File: config.mk
export PLATFORM = sky130hd
export DESIGN_NAME = cdr_loop_filter
export DESIGN_NICKNAME = d
export VERILOG_FILES = /design/src/rtl/cdr_lf_pkg.sv /design/src/rtl/cdr_gain_shift.sv /design/src/rtl/cdr_freq_integ.sv /design/src/rtl/cdr_phase_acc.sv /design/src/rtl/cdr_loop_filter.sv
export SDC_FILE = /design/constraint.sdc
export NUM_CORES = 1
export LEC_CHECK = 0
export BUFFER_PORTS_ARGS = -buffer_cell sky130_fd_sc_hd__buf_2
export CAP_MARGIN = 0
export CORE_MARGIN = 2
export CORE_UTILIZATION = 62
export CTS_BUF_LIST = sky130_fd_sc_hd__clkbuf_4
export DETAILED_ROUTE_END_ITERATION = 10
export PLACE_DENSITY = 0.81
export RECOVER_POWER = 50
export SLEW_MARGIN = 20
export SYNTH_ARGS = -nofsm -noshare
export SYNTH_HDL_FRONTEND = slang
export SYNTH_SLANG_ARGS = --single-unit
File: constraint.sdc
create_clock -name clk -period 5 [get_ports clk]
set_input_delay 1 -clock clk [delete_from_list [all_inputs] [get_ports clk]]
set_output_delay 1 -clock clk [all_outputs]
set_load 0.01 [all_outputs]
File: src/rtl/cdr_lf_pkg.sv
package cdr_lf_pkg;
  // Loop order select, encoded as driven on the first_order pin
  typedef enum logic {
    LOOP_SECOND = 1'b0,
    LOOP_FIRST  = 1'b1
  } loop_order_e;
endpackage

File: src/rtl/cdr_gain_shift.sv
// Scales a small signed error up to accumulator units, then applies a
// power-of-two gain as an arithmetic right shift.
module cdr_gain_shift #(
  parameter int ERR_W  = 4,
  parameter int FRAC_W = 10,
  parameter int SH_W   = 4,
  localparam int TERM_W = ERR_W + FRAC_W
) (
  input  logic signed [ERR_W-1:0]  err,
  input  logic        [SH_W-1:0]   shift,
  output logic signed [TERM_W-1:0] term
);
  logic signed [TERM_W-1:0] scaled;

  assign scaled = TERM_W'(err) <<< FRAC_W;
  assign term   = scaled >>> shift;
endmodule

File: src/rtl/cdr_freq_integ.sv
// Integral path register with signed saturation.
module cdr_freq_integ #(
  parameter int TERM_W = 14,
  parameter int FREQ_W = 14
) (
  input  logic                     clk,
  input  logic                     rst,
  input  logic                     hold,
  input  logic                     clear,
  input  logic signed [TERM_W-1:0] term,
  output logic signed [FREQ_W-1:0] freq_q
);
  localparam int SUM_W = ((TERM_W > FREQ_W) ? TERM_W : FREQ_W) + 1;
  localparam logic signed [SUM_W-1:0] F_MAX =
    SUM_W'((64'sd1 <<< (FREQ_W - 1)) - 64'sd1);
  localparam logic signed [SUM_W-1:0] F_MIN = ~F_MAX;

  logic signed [SUM_W-1:0]  sum;
  logic signed [FREQ_W-1:0] freq_d;

  assign sum = SUM_W'(freq_q) + SUM_W'(term);

  always_comb begin
    if (sum > F_MAX)      freq_d = FREQ_W'(F_MAX);
    else if (sum < F_MIN) freq_d = FREQ_W'(F_MIN);
    else                  freq_d = FREQ_W'(sum);
  end

  always_ff @(posedge clk) begin
    if (rst)        freq_q <= '0;
    else if (hold)  freq_q <= freq_q;
    else if (clear) freq_q <= '0;
    else            freq_q <= freq_d;
  end
endmodule

File: src/rtl/cdr_phase_acc.sv
// Wrapping phase accumulator; its top bits drive the interpolator.
module cdr_phase_acc #(
  parameter int TERM_W = 14,
  parameter int FREQ_W = 14,
  parameter int PH_W   = 17,
  parameter int PI_W   = 7
) (
  input  logic                     clk,
  input  logic                     rst,
  input  logic                     hold,
  input  logic                     use_freq,
  input  logic signed [TERM_W-1:0] prop_term,
  input  logic signed [FREQ_W-1:0] freq_q,
  output logic        [PI_W-1:0]   pi_code
);
  logic [PH_W-1:0] phase_q;
  logic [PH_W-1:0] prop_ext;
  logic [PH_W-1:0] freq_ext;
  logic [PH_W-1:0] inc;

  assign prop_ext = PH_W'(prop_term);
  assign freq_ext = use_freq ? PH_W'(freq_q) : '0;
  assign inc      = prop_ext + freq_ext;

  always_ff @(posedge clk) begin
    if (rst)       phase_q <= '0;
    else if (hold) phase_q <= phase_q;
    else           phase_q <= phase_q + inc;
  end

  assign pi_code = phase_q[PH_W-1 -: PI_W];
endmodule

File: src/rtl/cdr_loop_filter.sv
module cdr_loop_filter #(
  parameter int ERR_W  = 4,
  parameter int PI_W   = 7,
  parameter int FRAC_W = 10,
  parameter int FREQ_W = 14,
  parameter int SH_W   = 4,
  localparam int PH_W   = PI_W + FRAC_W,
  localparam int TERM_W = ERR_W + FRAC_W
) (
  input  logic                     clk,
  input  logic                     rst,
  input  logic                     hold,
  input  logic                     first_order,
  input  logic signed [ERR_W-1:0]  pd_err,
  input  logic        [SH_W-1:0]   kp_shift,
  input  logic        [SH_W-1:0]   ki_shift,
  output logic        [PI_W-1:0]   pi_code,
  output logic signed [FREQ_W-1:0] freq_est
);
  import cdr_lf_pkg::*;

  loop_order_e              mode;
  logic signed [TERM_W-1:0] prop_term;
  logic signed [TERM_W-1:0] int_term;

  assign mode = loop_order_e'(first_order);

  cdr_gain_shift #(.ERR_W(ERR_W), .FRAC_W(FRAC_W), .SH_W(SH_W)) u_prop (
    .err(pd_err), .shift(kp_shift), .term(prop_term)
  );

  cdr_gain_shift #(.ERR_W(ERR_W), .FRAC_W(FRAC_W), .SH_W(SH_W)) u_integ_gain (
    .err(pd_err), .shift(ki_shift), .term(int_term)
  );

  cdr_freq_integ #(.TERM_W(TERM_W), .FREQ_W(FREQ_W)) u_freq (
    .clk(clk), .rst(rst), .hold(hold),
    .clear(mode == LOOP_FIRST),
    .term(int_term), .freq_q(freq_est)
  );

  cdr_phase_acc #(.TERM_W(TERM_W), .FREQ_W(FREQ_W), .PH_W(PH_W), .PI_W(PI_W)) u_phase (
    .clk(clk), .rst(rst), .hold(hold),
    .use_freq(mode == LOOP_SECOND),
    .prop_term(prop_term), .freq_q(freq_est), .pi_code(pi_code)
  );
endmodule

## After elaboration in Yosys (flattened, before gate mapping)

Cells that the tools add are included.

- Shifts and indexed selects: 2
- Div/mod/pow operators: 0
- Order comparisons: 2
- Muxes and demuxes: 4
- $add $sub $neg: 3
- Eq/ne operators: 0
- Bitwise operators: 0
- Reduce and logical (&&, ||, !) cells: 0
- Multiply operators: 0

Operators with widths:

| kind | number |
|---|---|
| $mux 14 | 3 |
| $add 17x17->17 | 2 |
| $sshr 14x4->14 | 2 |
| $mux 17 | 1 |
| $add 14x14->15 | 1 |
| $gt 15x14->1 const B | 1 |
| $lt 15x14->1 const B | 1 |

- Output and inout bits: 21
- Input bits: 16
- Memories: 0
- ROM bits: 0
- Logic and storage cells: 13
- Register bits: 31
- Latch bits: 0
- Memory bits (writable): 0

## Logic depth before layout (Yosys ltp)

- Word-level depth: 6
- Depth in mapped cells: 18
- Depth with buffers taken out: 17

## Cells and area by module

A second synthesis with hierarchy kept.

- Cell total of the unflattened synthesis: 488
- Area, all modules: 4,063.9 um2

By module, submodules not included:

| module | area each (um2) | seq. area each (um2) | times used | cells an instance |
|---|---|---|---|---|
| cdr_phase_acc | 1,809.2 | 340.3 | 1 | 206 |
| cdr_freq_integ | 1,387.6 | 280.3 | 1 | 175 |
| cdr_gain_shift | 431.7 | 0.0 | 2 | 53 |
| cdr_loop_filter | 3.8 | 0.0 | 1 | 1 |

## Least setup slack after synthesis

No wires, ideal clock.

- Path type: input -> register
- Start: input port kp_shift[0]
- End: register u_phase.phase_q[16]
- Path buffers: 0
- Required time: 4.869 ns
- Cell stages on the path: 13
- Data arrival time: 3.856 ns
- Slack: 1.013 ns
- Setup time: 0.131 ns
- Path through: mux2_2 -> o21ai_0 -> o21ai_0 -> and2_1 -> fa_1 -> ha_1 -> a211o_1 -> a211oi_1 -> o21bai_1 -> a31oi_2 -> mux2i_1 -> o21ai_0 -> nor3b_1

- Word-level cells in the longest chain between the ends: 3

RTL lines:

| element | line | source |
|---|---|---|
| start, declared | cdr_loop_filter.sv:15 | `input logic [SH_W-1:0] kp_shift,` |
| $sshr 14x4->14 | cdr_gain_shift.sv:16 | `assign term = scaled >>> shift;` |
| $add 17x17->17 | cdr_phase_acc.sv:23 | `assign inc = prop_ext + freq_ext;` |
| $add 17x17->17 | cdr_phase_acc.sv:28 | `else phase_q <= phase_q + inc;` |
| end signal, assigned | cdr_phase_acc.sv:27 | `else if (hold) phase_q <= phase_q;` |
| end signal, assigned | cdr_phase_acc.sv:28 |  |
| end, declared | cdr_phase_acc.sv:16 | `logic [PH_W-1:0] phase_q;` |

Every way passes these cells.
A chain may end at the register's enable or synchronous reset.

## Worst setup path after layout

- Start: input port kp_shift[0]
- End: register u_phase.phase_q[13]

The elaborated chain is that of the path after synthesis.

==> reports/metrics.yaml <==
area_growth_pct: 3.97
grt_usage_pct: 27.9
clk_path_buf_depth: 2
skew_ps: 14.8
slowest_stage: "fa_1"
worstHoldStart: "u_phase.phase_q[0]"
r2r_slack_ps: 1760
drt_iter0_markers: 250
synth_async_sr_flop_share_pct: 0
grt_pass1_vias: 3175
ys_seq_elements: 31
first_pass_iters: 5
placeableCoreArea_sq_um: 5850
clock-sinks: 31
antenna_found_initial: 0
leakage_nw: 1.62
fp.dieH_um: 81.2
drive_above_1_share_pct: 6.82
dp_slack_ps: 530
start_util_pct: 63.1
synthesis.area_sq_um: 3690
drt-total-wl_um: 8560
numCtsBuffers: 5
synth_most_common_cell: "nand2_1"
critPathMaxFanout: 6
cts_root_buf: "clkbuf_4"
finalNetCount: 547
synth_area_leader_cell: "dfxtp_1"
cp-start-kind: "input port"
fmaxAchievable_mhz: 235
synth_top_cells_by_count: "nand2_1, a21oi_1, nor2_1, o21ai_0, dfxtp_1"
rsz0062_at_grt: "false"
ctsHtreeMaxLevel: 2
routedWlPerCell_um: 15.3
fillers: 510
worstReg2RegStart: "u_freq.freq_q[1]"
synth_cell_types: 57
placed_area_sq_um: 3810
netlist_instances: 470
cts_hold_buf: 0
place_congestion: 0.974
num_vias: 3454
fin_cells: 559
path_depth: 16
stdcell_area_sq_um: 3840
critical_path.max_stage_delay_ps: 490
overflow: 0
viasPerCell: 6.18
syn_nets: 534
critPathKind: "in -> reg"
power.density_nw_per_um2: 263
cts_resized: 0
min_path_type: "reg -> reg"
setup_tns_ps: 0
crit_path_start: "kp_shift[0]"
clk_latency_ps: 330
worst_pin_slew_ps: 1050
status: "finished clean"
path_cells: "clkbuf_1, mux2i_1, mux2_1, o21ai_0, and2_0, fa_1, ha_1, inv_1, fa_1, nor2b_1, o21a_1, o211ai_1, a21oi_1, o22ai_1, xnor2_1, o21a_1"
ios: 37
synth_warnings: 0
tritoncts: "done"
synth_top_area_share_pct: 16.8
ant_nets: 0
r2r-end: "u_phase.phase_q[15]"
ys_dominant_reg_cell: "dfxtp_1"
port_buffers: 36
cp.required_ps: 5220
synth-edff-count: 0
grt_max_degree: 62
dieArea_sq_um: 6590
yosysSeqAreaShare_pct: 16.8
critical_path.top_delay_family: "adder cells"
row_count: 28
clk_pin_slew_ps: 100
fin_crit_ps: 4250
setup_viol: 0
slew_viol_final: 0
post-route-util_pct: 65.6
arrival_ps: 4470
avgSynthCellArea_sq_um: 7.85
drc: 0
grt_pass1_wl_um: 14500
irDropWorstVdd_v: 0.000148
layout_setup_ws_ps: 749
endpoint: "u_phase.phase_q[13]"
reg2reg_depth: 13
finalHoldViolCount: 0
dp_hpwl_um: 6680
dieWidth_um: 81.2
diodes: 0
max-slew-margin-rel_pct: 30.0
dp_cells: 551
cap_viol_max_count: 0
synth_area_leaders: "dfxtp_1, ha_1, fa_1, a21oi_1, nand2_1"
post-cts-setup-buffers: 0
end_kind: "register"
period_share_pct: 85.0
cp_num_buf_inv: 2
[worst min path at each step]
stage                                    end  slack, ps  depth (start not counted)
after detailed placement  u_phase.phase_q[0]        490                          2
final                     u_phase.phase_q[0]        510                          2
after floorplan           u_phase.phase_q[0]        460                          2
after CTS                 u_phase.phase_q[0]        510                          2
after global routing      u_phase.phase_q[0]        570                          2
after global placement    u_phase.phase_q[0]        470                          2
[stage by stage]
stage,power (mW),hold slack (ps)
floorplan,0.761,459
global placement,0.842,470
detailed placement,0.862,487
CTS,1.01,511
global route,1.10,573
finish,1.01,512
[flip-flops by register name (all words and copies together) (netlist names)]
signal           count
u_phase.phase_q     17
u_freq.freq_q       14
[worst min-delay path: stages (launching register included)]
cell     delay (ps)
dfxtp_1         350
a21oi_1          70
nor2_1           70
[cells in the final DEF (no fill, tap or decap), drive strengths merged, types with 12 or more instances in the layout]
| cell type | Yosys | final |
|---|---|---|
| a21oi | 40 | 40 |
| a311oi | 14 | 14 |
| buf | 15 | 14 |
| clkbuf | 15 | 28 |
| dfxtp | 31 | 31 |
| fa | 18 | 18 |
| ha | 30 | 30 |
| inv | 15 | 15 |
| mux2i | 17 | 17 |
| nand2 | 52 | 52 |
| nor2 | 36 | 36 |
| nor2b | 19 | 19 |
| o21ai | 36 | 36 |
| xnor2 | 12 | 12 |
[power breakdown]
group / internal (mW) / total (mW) / switching (mW)
sequential: 0.282 / 0.321 / 0.0396
clock: 0.0575 / 0.149 / 0.0914
combinational: 0.231 / 0.538 / 0.307
[metal layers]
metal  vias up  GRT usage [%]  routed length (um)
met5         -              0                   0
met4         0           7.63                  76
met3         6           4.00                 321
met2        81           47.4                4210
met1      1639           37.1                3950
li1       1728              -                   -
[cells by family (layout without fill, tap and decap cells)]
logic type	count (synthesis)	in the layout	share of synthesized area [%]
mux	21	21	5.83
simple gates	160	160	21.2
fa+ha+maj	48	48	19.9
compound gates	149	149	26.7
flops	31	31	16.8
buf+inv	45	59	5.66
xor+xnor	16	16	3.80
[area by class of cell]
type | instances | area [sq um] | share of cell area (%)
sequential | 31 | 621 | 16.2
clock buffer | 6 | 45.0 | 1.17
inverter | 15 | 56.3 | 1.47
timing repair buffer | 36 | 153 | 3.98
tap | 75 | 93.8 | 2.45
clock inverter | 2 | 7.51 | 0.196
multi-input combinational | 394 | 2860 | 74.6
No activity file was read; power rests on OpenSTA's default activity.
